--- config.mk ---
export PLATFORM = sky130hd
export DESIGN_NAME = lrsc_unit
export DESIGN_NICKNAME = d
export VERILOG_FILES = /design/src/rtl/lrsc_pkg.sv /design/src/rtl/lrsc_decode.sv /design/src/rtl/lrsc_resv.sv /design/src/rtl/lrsc_ctrl.sv /design/src/rtl/lrsc_unit.sv
export SDC_FILE = /design/constraint.sdc
export NUM_CORES = 1
export LEC_CHECK = 0
export CAP_MARGIN = 20
export CORE_MARGIN = 5
export CORE_UTILIZATION = 30
export DETAILED_ROUTE_END_ITERATION = 12
export DONT_BUFFER_PORTS = 1
export GPL_TIMING_DRIVEN = 0
export PLACE_DENSITY_LB_ADDON = 0.2
export SYNTH_ARGS = -nofsm -noshare
export SYNTH_HDL_FRONTEND = slang
export SYNTH_HIERARCHICAL = 1
export SYNTH_SLANG_ARGS = --single-unit
--- constraint.sdc ---
create_clock -name clk -period 23.9 [get_ports clk]
set_clock_uncertainty 0.2 [all_clocks]
set_input_delay 5.975 -clock clk [delete_from_list [all_inputs] [get_ports clk]]
set_output_delay 5.975 -clock clk [all_outputs]
set_load 0.005 [all_outputs]
--- src/rtl/lrsc_pkg.sv ---
package lrsc_pkg;

  localparam logic [6:0] OPC_ATOMIC = 7'b0101111;
  localparam logic [4:0] FN_LOADRES = 5'b00010;
  localparam logic [4:0] FN_STORECOND = 5'b00011;
  localparam logic [2:0] WD_WORD = 3'b010;
  localparam logic [2:0] WD_DWORD = 3'b011;

  typedef enum logic [1:0] {
    ST_IDLE  = 2'd0,
    ST_ISSUE = 2'd1,
    ST_WAIT  = 2'd2
  } seq_st_e;

  typedef struct packed {
    logic       legal;
    logic       is_lr;
    logic       is_sc;
    logic       dbl;
    logic       aq;
    logic       rl;
    logic [4:0] rd;
  } op_dec_t;

endpackage

--- src/rtl/lrsc_decode.sv ---
module lrsc_decode
  import lrsc_pkg::*;
(
  input  logic [31:0] ins_word,
  input  logic [2:0]  addr_lo,
  output op_dec_t     dec,
  output logic        misal
);

  logic [4:0] fn5;
  logic [4:0] rs2_idx;
  logic [2:0] fn3;
  logic [6:0] opc;
  logic       opc_ok;
  logic       width_ok;
  logic       lr_ok;
  logic       sc_ok;

  always_comb begin
    fn5      = ins_word[31:27];
    rs2_idx  = ins_word[24:20];
    fn3      = ins_word[14:12];
    opc      = ins_word[6:0];
    opc_ok   = (opc == OPC_ATOMIC);
    width_ok = (fn3 == WD_WORD) || (fn3 == WD_DWORD);
    lr_ok    = (fn5 == FN_LOADRES) && (rs2_idx == 5'd0);
    sc_ok    = (fn5 == FN_STORECOND);

    dec.legal = opc_ok && width_ok && (lr_ok || sc_ok);
    dec.is_lr = lr_ok;
    dec.is_sc = sc_ok;
    dec.dbl   = (fn3 == WD_DWORD);
    dec.aq    = ins_word[26];
    dec.rl    = ins_word[25];
    dec.rd    = ins_word[11:7];

    if (dec.dbl) begin
      misal = |addr_lo[2:0];
    end else begin
      misal = |addr_lo[1:0];
    end
  end

endmodule

--- src/rtl/lrsc_resv.sv ---
module lrsc_resv #(
  parameter int XLEN       = 64,
  parameter int GRAN_BYTES = 8
) (
  input  logic                         clk,
  input  logic                         rst_n,
  input  logic                         set_en,
  input  logic [XLEN-1:0]              set_addr,
  input  logic                         clr_en,
  input  logic                         snp_valid,
  input  logic [XLEN-1:0]              snp_addr,
  input  logic [XLEN-1:0]              chk_addr,
  output logic                         chk_hit,
  output logic                         resv_valid,
  output logic [XLEN-$clog2(GRAN_BYTES)-1:0] resv_gran
);

  localparam int GL = $clog2(GRAN_BYTES);
  localparam int GW = XLEN - GL;

  logic          valid_q;
  logic          valid_n;
  logic [GW-1:0] gran_q;
  logic          snp_hit;

  always_comb begin
    snp_hit = snp_valid && valid_q && (snp_addr[XLEN-1:GL] == gran_q);
    chk_hit = valid_q && !snp_hit && (chk_addr[XLEN-1:GL] == gran_q);

    valid_n = valid_q;
    if (set_en) begin
      valid_n = 1'b1;
    end else if (clr_en || snp_hit) begin
      valid_n = 1'b0;
    end
  end

  always_ff @(posedge clk or negedge rst_n) begin
    if (!rst_n) begin
      valid_q <= 1'b0;
      gran_q  <= '0;
    end else begin
      valid_q <= valid_n;
      if (set_en) begin
        gran_q <= set_addr[XLEN-1:GL];
      end
    end
  end

  assign resv_valid = valid_q;
  assign resv_gran  = gran_q;

endmodule

--- src/rtl/lrsc_ctrl.sv ---
module lrsc_ctrl
  import lrsc_pkg::*;
#(
  parameter int XLEN = 64,
  parameter int WORD = 32
) (
  input  logic            clk,
  input  logic            rst_n,
  input  logic            ins_valid,
  input  op_dec_t         dec,
  input  logic            misal,
  input  logic [XLEN-1:0] op_addr,
  input  logic [XLEN-1:0] op_wdata,
  input  logic            resv_hit,
  output logic            ins_ready,
  output logic            fire,
  output logic            resv_set,
  output logic            resv_clr,
  output logic            mem_req,
  output logic            mem_we,
  output logic            mem_dbl,
  output logic            mem_aq,
  output logic            mem_rl,
  output logic [XLEN-1:0] mem_addr,
  output logic [XLEN-1:0] mem_wdata,
  input  logic            mem_rsp_valid,
  input  logic [XLEN-1:0] mem_rdata,
  output logic            res_valid,
  output logic [4:0]      res_rd,
  output logic [XLEN-1:0] res_data,
  output logic            res_err,
  output logic            res_ill
);

  localparam int UPPER = XLEN - WORD;

  seq_st_e         st_q, st_n;
  logic            ld_req;
  logic            we_q, dbl_q, aq_q, rl_q, lr_q;
  logic [4:0]      rd_q;
  logic [XLEN-1:0] addr_q, wd_q;
  logic [XLEN-1:0] wd_n;
  logic [XLEN-1:0] load_ext;

  logic            rv_n, err_n, ill_n;
  logic [4:0]      rrd_n;
  logic [XLEN-1:0] rdat_n;
  logic            rv_q, err_q, ill_q;
  logic [4:0]      rrd_q;
  logic [XLEN-1:0] rdat_q;

  always_comb begin
    if (dbl_q) begin
      load_ext = mem_rdata;
    end else begin
      load_ext = {{UPPER{mem_rdata[WORD-1]}}, mem_rdata[WORD-1:0]};
    end
    if (dec.dbl) begin
      wd_n = op_wdata;
    end else begin
      wd_n = {{UPPER{1'b0}}, op_wdata[WORD-1:0]};
    end
  end

  always_comb begin
    st_n     = st_q;
    fire     = ins_valid && (st_q == ST_IDLE);
    ld_req   = 1'b0;
    resv_set = 1'b0;
    resv_clr = 1'b0;
    rv_n     = 1'b0;
    err_n    = 1'b0;
    ill_n    = 1'b0;
    rrd_n    = dec.rd;
    rdat_n   = '0;

    unique case (st_q)
      ST_IDLE: begin
        if (fire) begin
          if (!dec.legal) begin
            rv_n  = 1'b1;
            ill_n = 1'b1;
          end else if (misal) begin
            rv_n     = 1'b1;
            err_n    = 1'b1;
            resv_clr = 1'b1;
          end else if (dec.is_lr) begin
            resv_set = 1'b1;
            ld_req   = 1'b1;
            st_n     = ST_ISSUE;
          end else begin
            resv_clr = 1'b1;
            if (resv_hit) begin
              ld_req = 1'b1;
              st_n   = ST_ISSUE;
            end else begin
              rv_n   = 1'b1;
              rdat_n = {{(XLEN-1){1'b0}}, 1'b1};
            end
          end
        end
      end
      ST_ISSUE: begin
        st_n = ST_WAIT;
      end
      ST_WAIT: begin
        if (mem_rsp_valid) begin
          st_n  = ST_IDLE;
          rv_n  = 1'b1;
          rrd_n = rd_q;
          if (lr_q) begin
            rdat_n = load_ext;
          end
        end
      end
      default: begin
        st_n = ST_IDLE;
      end
    endcase
  end

  always_ff @(posedge clk or negedge rst_n) begin
    if (!rst_n) begin
      st_q   <= ST_IDLE;
      we_q   <= 1'b0;
      dbl_q  <= 1'b0;
      aq_q   <= 1'b0;
      rl_q   <= 1'b0;
      lr_q   <= 1'b0;
      rd_q   <= '0;
      addr_q <= '0;
      wd_q   <= '0;
      rv_q   <= 1'b0;
      err_q  <= 1'b0;
      ill_q  <= 1'b0;
      rrd_q  <= '0;
      rdat_q <= '0;
    end else begin
      st_q <= st_n;
      rv_q <= rv_n;
      if (ld_req) begin
        we_q   <= dec.is_sc;
        dbl_q  <= dec.dbl;
        aq_q   <= dec.aq;
        rl_q   <= dec.rl;
        lr_q   <= dec.is_lr;
        rd_q   <= dec.rd;
        addr_q <= op_addr;
        wd_q   <= wd_n;
      end
      if (rv_n) begin
        err_q  <= err_n;
        ill_q  <= ill_n;
        rrd_q  <= rrd_n;
        rdat_q <= rdat_n;
      end
    end
  end

  assign ins_ready = (st_q == ST_IDLE);
  assign mem_req   = (st_q == ST_ISSUE);
  assign mem_we    = we_q;
  assign mem_dbl   = dbl_q;
  assign mem_aq    = aq_q;
  assign mem_rl    = rl_q;
  assign mem_addr  = addr_q;
  assign mem_wdata = wd_q;
  assign res_valid = rv_q;
  assign res_rd    = rrd_q;
  assign res_data  = rdat_q;
  assign res_err   = err_q;
  assign res_ill   = ill_q;

endmodule

--- src/rtl/lrsc_unit.sv ---
module lrsc_unit
  import lrsc_pkg::*;
#(
  parameter int XLEN       = 64,
  parameter int GRAN_BYTES = 8,
  parameter int SYNC_STAGES = 2
) (
  input  logic            clk,
  input  logic            rst_n,
  input  logic            ins_valid,
  output logic            ins_ready,
  input  logic [31:0]     ins_word,
  input  logic [XLEN-1:0] rs1_val,
  input  logic [XLEN-1:0] rs2_val,
  output logic            mem_req,
  output logic            mem_we,
  output logic            mem_dbl,
  output logic            mem_aq,
  output logic            mem_rl,
  output logic [XLEN-1:0] mem_addr,
  output logic [XLEN-1:0] mem_wdata,
  input  logic            mem_rsp_valid,
  input  logic [XLEN-1:0] mem_rdata,
  input  logic            snoop_valid,
  input  logic [XLEN-1:0] snoop_addr,
  output logic            res_valid,
  output logic [4:0]      res_rd,
  output logic [XLEN-1:0] res_data,
  output logic            res_err,
  output logic            res_ill
);

  localparam int GL = $clog2(GRAN_BYTES);

  logic [SYNC_STAGES-1:0] rst_pipe;
  logic                   rst_s_n;
  op_dec_t                dec;
  logic                   misal;
  logic                   fire;
  logic                   resv_set;
  logic                   resv_clr;
  logic                   resv_hit;
  logic                   resv_valid;
  logic [XLEN-GL-1:0]     resv_gran;

  generate
    if (SYNC_STAGES == 1) begin : g_sync1
      always_ff @(posedge clk or negedge rst_n) begin
        if (!rst_n) rst_pipe <= 1'b0;
        else        rst_pipe <= 1'b1;
      end
    end else begin : g_syncn
      always_ff @(posedge clk or negedge rst_n) begin
        if (!rst_n) rst_pipe <= '0;
        else        rst_pipe <= {rst_pipe[SYNC_STAGES-2:0], 1'b1};
      end
    end
  endgenerate
  assign rst_s_n = rst_pipe[SYNC_STAGES-1];

  lrsc_decode u_dec (
    .ins_word (ins_word),
    .addr_lo  (rs1_val[2:0]),
    .dec      (dec),
    .misal    (misal)
  );

  lrsc_resv #(.XLEN(XLEN), .GRAN_BYTES(GRAN_BYTES)) u_resv (
    .clk        (clk),
    .rst_n      (rst_s_n),
    .set_en     (resv_set),
    .set_addr   (rs1_val),
    .clr_en     (resv_clr),
    .snp_valid  (snoop_valid),
    .snp_addr   (snoop_addr),
    .chk_addr   (rs1_val),
    .chk_hit    (resv_hit),
    .resv_valid (resv_valid),
    .resv_gran  (resv_gran)
  );

  lrsc_ctrl #(.XLEN(XLEN)) u_ctrl (
    .clk           (clk),
    .rst_n         (rst_s_n),
    .ins_valid     (ins_valid),
    .dec           (dec),
    .misal         (misal),
    .op_addr       (rs1_val),
    .op_wdata      (rs2_val),
    .resv_hit      (resv_hit),
    .ins_ready     (ins_ready),
    .fire          (fire),
    .resv_set      (resv_set),
    .resv_clr      (resv_clr),
    .mem_req       (mem_req),
    .mem_we        (mem_we),
    .mem_dbl       (mem_dbl),
    .mem_aq        (mem_aq),
    .mem_rl        (mem_rl),
    .mem_addr      (mem_addr),
    .mem_wdata     (mem_wdata),
    .mem_rsp_valid (mem_rsp_valid),
    .mem_rdata     (mem_rdata),
    .res_valid     (res_valid),
    .res_rd        (res_rd),
    .res_data      (res_data),
    .res_err       (res_err),
    .res_ill       (res_ill)
  );

endmodule

==> key figures, run 1 <==
Critical path
  • Crit. End Element: flip-flop
  • Critical Path RT: ~24,000 ps
  • Delay-heaviest family, CP: simple AND/OR/NAND/NOR gates
  • Crit-path slowest cell: nor4_1
  • Reg2Reg Capture Point: u_ctrl/res_rd[3]
  • Critical R2R Launch: u_resv/resv_gran[45]
  • CP Class: in -> reg
  • Crit path buf inv count: 1
  • Worst path most repeated cell: nor4_1
  • CP Max Fanout: 10
  • FF-to-FF setup slack: 19,570 ps
  • Worst Path Arrival: 9560 ps
  • Critical path launch point type: input pin
  • Worst path depth: 10
  • Crit-path cells: xor2_1 -> nor4_1 -> nand4_1 -> nor4_1 -> and4_1 -> nor2_1 -> or3_1 -> a21oi_4 -> buf_4 -> mux2_2
  • Max incr delay on CP: around 880 ps
  • Reg2Reg Depth: 10

Drt
  • Initial DRC Count: 420
  • Post-Route M1 WL: 16.0 mm
  • Met2 WL: 19.0 mm
  • Met3 wire len: between 4 and 5 mm
  • TritonRoute pass-1 iters: 5
  • Max Used Layer: met5
  • Final WL: 40.4 mm
  • Vias per Instance: 4.90
  • Wirelength per Cell: 26.7 µm
  • Final ANT Viol Nets: 0
  • Via count: 7,409
  • Residual DRC: 0

Clock network
  • Root Driver: clkbuf_16
  • CTS hold repair buffers: 0
  • Skew-Pair Late Insertion Delay: ~530 ps
  • Cts repair resizes: 0
  • Setup bufs post-CTS: 0
  • Clk buf depth: 3
  • CTS tree: built
  • Clock transition at path regs: 60 ps
  • CTS sink cnt: approximately 280
  • Number of CTS-inserted buffers: 34
  • H-tree depth: 2

Global route
  • Gr ovfl total: 0
  • Tot GR Track Use: 17.1%
  • Pin count of the biggest net entering global routing: 63
  • Initial antenna violation count: 2
  • Vias in the first global route: 7,884
  • First-pass GRT wire length: 56.8 mm

Yosys
  • Yosys reg bits: around 280
  • Top post-synthesis cells by area: dfrtp_1, mux2_2, xor2_1
  • Syn_nets: roughly 1.2k
  • Sequential area share after synthesis: 56.0%
  • Yosys warns: 6
  • Mapped Cells: 919
  • Number of synthesized flops with an enable pin: 0
  • Main synth FF type: dfrtp_1
  • Area share of the largest cell type after synthesis: between 50% and 60%
  • Fraction of registers with async set/reset: between 90% and 100%
  • Cell taking the most area after synthesis: dfrtp_1
  • Synthesized area per cell: roughly 13 µm²
  • Mapped Area: 12,300 µm²
  • Distinct cells, synth: 50

Floorplanning
  • IO Count: between 400 and 500
  • Die width: ~210 µm
  • Cell Rows: 74
  • Die Footprint: 45,300 µm²
  • Initial Util: 30.3%
  • Die Height: 213 µm
  • Core footprint: 40,700 µm²

Timing
  • Measured slew at the worst slew-check pin: about 1000 ps
  • Final clock period utilization by the worst path: about two fifths
  • RSZ-0062 raised after global routing: false
  • Setup TNS: 0 ps
  • Fin crit period: 9350 ps
  • Final worst slack: 14,550 ps
  • Final Hold Viols: 0
  • Final Setup Violations: 0
  • Slew HR: between 30% and 40%
  • Slew Viols, Final: 0
  • Worst hold margin: 140 ps
  • Fmax: 107 MHz

Power and ir drop
  • Pwr dens: 72.7 nW/µm²
  • Final total power: 1.04 mW
  • Static leakage: 6.74 nW
  • Worst VDD drop: between 0.00004 and 0.00005 V

Layout
  • Post-route design area: 14,300 µm²
  • Finished Layout Cells: roughly 1.5k
  • Fillers: 4,004
  • Commonest non-fill, non-tap cells in the layout: dfrtp_1, mux2_2, xor2_1, xnor2_1
  • Fin util: around a third
  • Ant. Diodes: 0
  • Commonest non-fill, non-tap cell in the layout: dfrtp_1
  • Layout cells sized above 1: 27.4%
  • Layout net count: approximately 1.3k
  • Syn-to-layout area delta: 15.7%

Placed design
  • Hpwl dp: between 30 and 40 mm
  • Port Buf Inserts: 0
  • Routability Congestion: 0.818
  • Dpl cells: 1,456
  • Placed cell area: 13,100 µm²
  • Setup Slack @ Placement: approximately 14,000 ps

Worst hold path
  • Hold Path Class: reg -> async

Run status
  • Status: complete, no violations

Flow run
  • Max-cap violations: 0
-- worst max-delay path by stage --
stage                           start                 end  slack [ps]
after floorplan           rst_pipe[1]         u_ctrl/lr_q       15440
after global placement    rst_pipe[1]  u_ctrl/res_data[6]       11460
after detailed placement  rs1_val[48]    u_ctrl/res_rd[3]       14120
after CTS                 rs1_val[48]    u_ctrl/res_rd[3]       14710
after global routing      rs1_val[48]    u_ctrl/res_rd[3]       14550
final                     rs1_val[48]    u_ctrl/res_rd[3]       14550
-- layout make-up --
class	instances	area, µm²	area share (%)
Sequential cell	276	6910	48.4
Multi-Input combinational cell	542	4850	34.0
Clock buffer	43	936	6.56
Tap cell	532	666	4.66
Buffer	57	402	2.81
Clock inverter	13	201	1.41
Inverter	44	171	1.20
Timing Repair Buffer	5	130	0.912
-- layer usage --
layer,up-vias,GRT usage (%)
met5,-,0
met4,2,5.36
met3,57,6.69
met2,348,26.9
met1,3688,21.9
li1,3314,-
-- cells in the mapped netlist, types with 3 or more instances --
library cell	instances
dfrtp_1	276
mux2_2	135
xor2_1	74
xnor2_1	43
inv_1	41
nand2_1	41
a21oi_1	34
a22o_1	34
o2bb2ai_1	33
mux2i_1	32
mux2_4	27
nor4_1	22
buf_4	19
clkbuf_1	15
nand4_1	15
buf_2	10
mux2_1	10
nor2_1	6
o21ai_0	6
buf_1	5
buf_12	5
buf_6	3
-- power breakdown --
group / total [mW] / internal [mW] / switching [mW]
clock: 0.533 / 0.331 / 0.202
combinational: 0.0332 / 0.0129 / 0.0203
sequential: 0.471 / 0.469 / 0.00274
total: 1.04 / 0.812 / 0.225
-- sequential cells by signal, indices dropped and copies added, names as in the netlist, 2 cells and up --
name / cells
u_ctrl/res_data: 64
rst_pipe: 2
u_ctrl/res_rd: 5
u_ctrl/mem_addr: 64
u_ctrl/rd_q: 5
u_ctrl/mem_wdata: 64
u_ctrl/st_q: 2
u_resv/resv_gran: 61
-- logic make-up after synthesis --
kind of cell	share of synthesized area, %
other cells	0.0304
flops	56.0
buf+inv	4.65
compound gates	7.23
xor+xnor	8.31
mux	19.1
simple gates	4.67
(Power assumes the default switching activity.)
==> inputs of run 2 (changes only) <==
--- a/config.mk
+++ b/config.mk
@@ -5,6 +5,7 @@
 export SDC_FILE = /design/constraint.sdc
 export NUM_CORES = 1
 export LEC_CHECK = 0
+export ABC_AREA = 1
 export CAP_MARGIN = 20
 export CORE_MARGIN = 5
 export CORE_UTILIZATION = 30
==> constraint.sdc (replaced) <==
create_clock -name clk -period 8.55 [get_ports clk]
set_clock_uncertainty 0.2 [all_clocks]
set_input_delay 2.1375 -clock clk [delete_from_list [all_inputs] [get_ports clk]]
set_output_delay 2.1375 -clock clk [all_outputs]
set_load 0.005 [all_outputs]
==> run 2 against run 1 <==
Against the previous run:
- hold slack better by 4.9 ps
- sequential share of layout area fell by 2.1 points
- flip-flop and latch count is the same
- first-iteration DRC count increased by 73%
- synthesized area rose by 5.2%
- count of clock-buffer cells in the layout increased by 7
- synthesized cell count grew 83%
- wire length grew 16%
- utilization decreased by 0.28 points
- clock power rose to 2.7 times the previous value
- global-route usage rose by 1.8 points
- die area is 5.0% higher
- largest cell class unchanged
- highest routed layer unchanged
==> key figures, run 2 <==
Run status
  • Status: complete, no violations

Drt
  • TritonRoute pass-1 iters: 5 (unchanged)
  • Final ANT Viol Nets: 0 (unchanged)
  • Via count: 10.6k (+44%)
  • Wirelength per Cell: 20.1 µm (-25%)
  • Vias per Instance: 4.57 (-6.7%)
  • Final WL: 46.7 mm (+16%)
  • Initial DRC Count: 725 (+73%)
  • Residual DRC: 0 (unchanged)

Power and ir drop
  • Pwr dens: 192 nW/µm² (+160%)
  • Static leakage: 7.99 nW (+18%)
  • Int Power: 2.24 mW (+180%)
  • Clock share of power: 50.6% (-0.8 points)
  • Combinational power share: 3.5% (+0.3 points)
  • Final total power: 2.87 mW (+180%)
  • Sw frac: 22.0% (+0.33 points)
  • Worst VDD drop: 0.000132 V (+220%)
  • Switching Power: 0.633 mW (+180%)
  • Sequential Power Share: 45.9% (+0.5 points)

Yosys
  • Sequential area share after synthesis: 53.2% (-2.8 points)
  • Yosys warns: 6 (unchanged)
  • Area share of the largest cell type after synthesis: 53.2% (-2.8 points)
  • Syn_nets: 1,977 (+63%)
  • Top post-synthesis cells by area: dfrtp_1, nand2_1, o21ai_0
  • Number of synthesized flops with an enable pin: 0 (unchanged)
  • Synth cell count leaders: nand2_1, dfrtp_1, inv_1, o21ai_0, nand3_1
  • Synthesized area per cell: 7.71 µm² (-43%)
  • Distinct cells, synth: 26 (-48%)
  • Mapped Area: 13,000 µm² (+5.2%)
  • Fraction of registers with async set/reset: 100% (unchanged)
  • Main synth FF type: dfrtp_1
  • Most common cell in the netlist: nand2_1
  • Cell taking the most area after synthesis: dfrtp_1
  • Yosys reg bits: 276 (unchanged)
  • Mapped Cells: 1,684 (+83%)

Clock network
  • CTS sink cnt: 276 (unchanged)
  • Number of CTS-inserted buffers: 34 (unchanged)
  • CTS tree: built
  • CTS hold repair buffers: 0 (unchanged)
  • H-tree depth: 2 (unchanged)
  • Skew-Pair Late Insertion Delay: 540 ps (about the same)
  • Root Driver: clkbuf_16
  • Cts repair resizes: 0 (unchanged)
  • Clock transition at path regs: 60 ps (about the same)
  • Clk buf depth: 3 (unchanged)
  • Setup bufs post-CTS: 0 (unchanged)

Timing
  • Final Hold Viols: 0 (unchanged)
  • Setup TNS: 0 ps (unchanged)
  • Fin crit period: around 4800 ps
  • RSZ-0062 raised after global routing: false
  • Slew HR: 55.3% (+25 points)
  • Measured slew at the worst slew-check pin: 666 ps (-366 ps)
  • Final clock period utilization by the worst path: 55.7%
  • Slew Viols, Final: 0 (unchanged)
  • Final worst slack: 3790 ps (-10,760 ps)
  • Final Setup Violations: 0 (unchanged)
  • Fmax: 210 MHz

Critical path
  • Setup crit start: rs1_val[45]
  • Critical R2R Launch: u_resv/resv_gran[42]
  • Critical Path RT: 8730 ps (-15,380 ps)
  • FF-to-FF setup slack: 4950 ps (-14,620 ps)
  • Crit-path cells: xnor2_1 -> nand4_1 -> nor2_1 -> nand2_1 -> nor2_1 -> nand2_1 -> nor2_2 -> nor2_1 -> nor2_1 -> nand2_2 -> buf_2 -> nor2_1 -> buf_2 -> clkbuf_1 -> o21ai_0
  • Crit. End Element: flip-flop
  • Crit-path slowest cell: clkbuf_1
  • Critical path launch point type: input pin
  • Worst path most repeated cell: nor2_1
  • Worst Path Arrival: 4940 ps (-4620 ps)
  • Max incr delay on CP: 420 ps (-460 ps)
  • CP Class: in -> reg
  • CP Max Fanout: 10 (unchanged)

Layout
  • Finished Layout Cells: 2,328 (+54%)
  • Layout cells sized above 1: 7.40% (-20 points)
  • Area of the multi-input gates: 5160 µm² (+6.2%)
  • Seq. cell area: 6910 µm² (unchanged)
  • Commonest non-fill, non-tap cell in the layout: nand2_1
  • Fillers: 4,561 (+14%)
  • Ant. Diodes: 0 (unchanged)
  • Layout net count: 2,017 (+61%)
  • Commonest non-fill, non-tap cells in the layout: nand2_1, dfrtp_1, inv_1, o21ai_0, nand3_1
  • Syn-to-layout area delta: 15.1%

Placed design
  • Routability Congestion: 0.844 (+3.1%)
  • Dpl cells: 2,273 (+56%)
  • Setup Slack @ Placement: 3120 ps (-11,000 ps)
  • Hpwl dp: 37.0 mm (+17%)
  • Port Buf Inserts: 0 (unchanged)

Global route
  • Pin count of the biggest net entering global routing: 65 (+3.2%)
  • Vias in the first global route: 10.8k (+37%)
  • Initial antenna violation count: 2 (unchanged)
  • Gr ovfl total: 0 (unchanged)
  • First-pass GRT wire length: 68.8 mm (+21%)
  • Tot GR Track Use: 18.9% (+1.8 points)

Floorplanning
  • Die width: 218 µm (+2.5%)
  • Die Footprint: 47,500 µm² (+5.0%)
  • Initial Util: 30.2% (-0.080 points)
  • Core footprint: 43,000 µm² (+5.5%)
  • Cell Rows: 76 (+2.7%)
  • Die Height: 218 µm (+2.5%)
  • IO Count: 499 (unchanged)

Worst hold path
  • Hold Path Class: reg -> async

Flow run
  • Max-cap violations: 0 (unchanged)
[run 2: changes by cell type after synthesis, moves of 33 or more]
cell / change
inv_1: +75
a22o_1: -34
o2bb2ai_1: -33
nand3_1: +81
nor2_1: +61
nand2_1: +811
o21ai_0: +100
xor2_1: -72
mux2_2: -135
[run 2: per-layer routing]
| layer | vias up | share of wire, % | global-route usage (%) |
|---|---|---|---|
| met5 | - | 0.028 | 0 |
| met4 | 2 | 1.8 | 4.17 |
| met2 | 372 | 49 | 32.6 |
| met3 | 61 | 12 | 9.15 |
| met1 | 4985 | 38 | 21.3 |
| li1 | 5219 | - | - |
[run 2: logic make-up (layout without fill, tap and decap cells)]
kind of cell / after synthesis / count (layout) / share of synthesized area, %
AO/OA/AOI/OAI: 112 / 112 / 4.38
XOR/XNOR: 59 / 59 / 3.98
buffers and inverters: 205 / 264 / 7.06
flip-flops: 276 / 276 / 53.2
other: 1 / 1 / 0.0289
AND/OR/NAND/NOR: 1031 / 1031 / 31.3
[run 2: cell type report]
class | instances | share of cell area [%]
Sequential cell | 276 | 46.3
Multi-Input combinational cell | 1203 | 34.5
Clock inverter | 5 | 0.503
Inverter | 121 | 3.04
Timing Repair Buffer | 4 | 0.737
Tap cell | 585 | 4.90
Clock buffer | 50 | 6.93
Buffer | 84 | 3.09
[run 2: power by group through the flow]
stage	Sequential, mW	Clock [mW]	Combinational [mW]
final	1.32	1.45	0.0999
after global routing	1.32	1.56	0.116
after CTS	1.32	1.51	0.103
after detailed placement	1.34	0	0.103
after global placement	1.37	0	0.0726
after floorplan	1.35	0	0.0556
[run 2: stage by stage]
step	instance area [µm²]	hold slack, ps	utilization (%)
finish	14900	145	34.7
global route	14900	154	34.7
CTS	14900	147	34.7
detailed placement	13800	135	32.2
global placement	13700	139	31.9
floorplan	13000	131	-
[run 2: worst max-delay path, delay by kind of cell]
| family | cells | cell delay, ps |
|---|---|---|
| simple gates | 10 | 1490 |
| buf+inv | 3 | 970 |
| compound gates | 1 | 180 |
| xor+xnor | 1 | 160 |
[run 2: final timing paths]
kind,end,depth (start not counted)
min,u_resv/resv_gran[28],0
max,u_resv/resv_gran[38],15
max reg2reg,u_resv/resv_gran[38],15
min in group clk,rst_pipe[1],0
min reg2reg,u_resv/resv_gran[28],0
max in group asynchronous,u_ctrl/rd_q[0],2
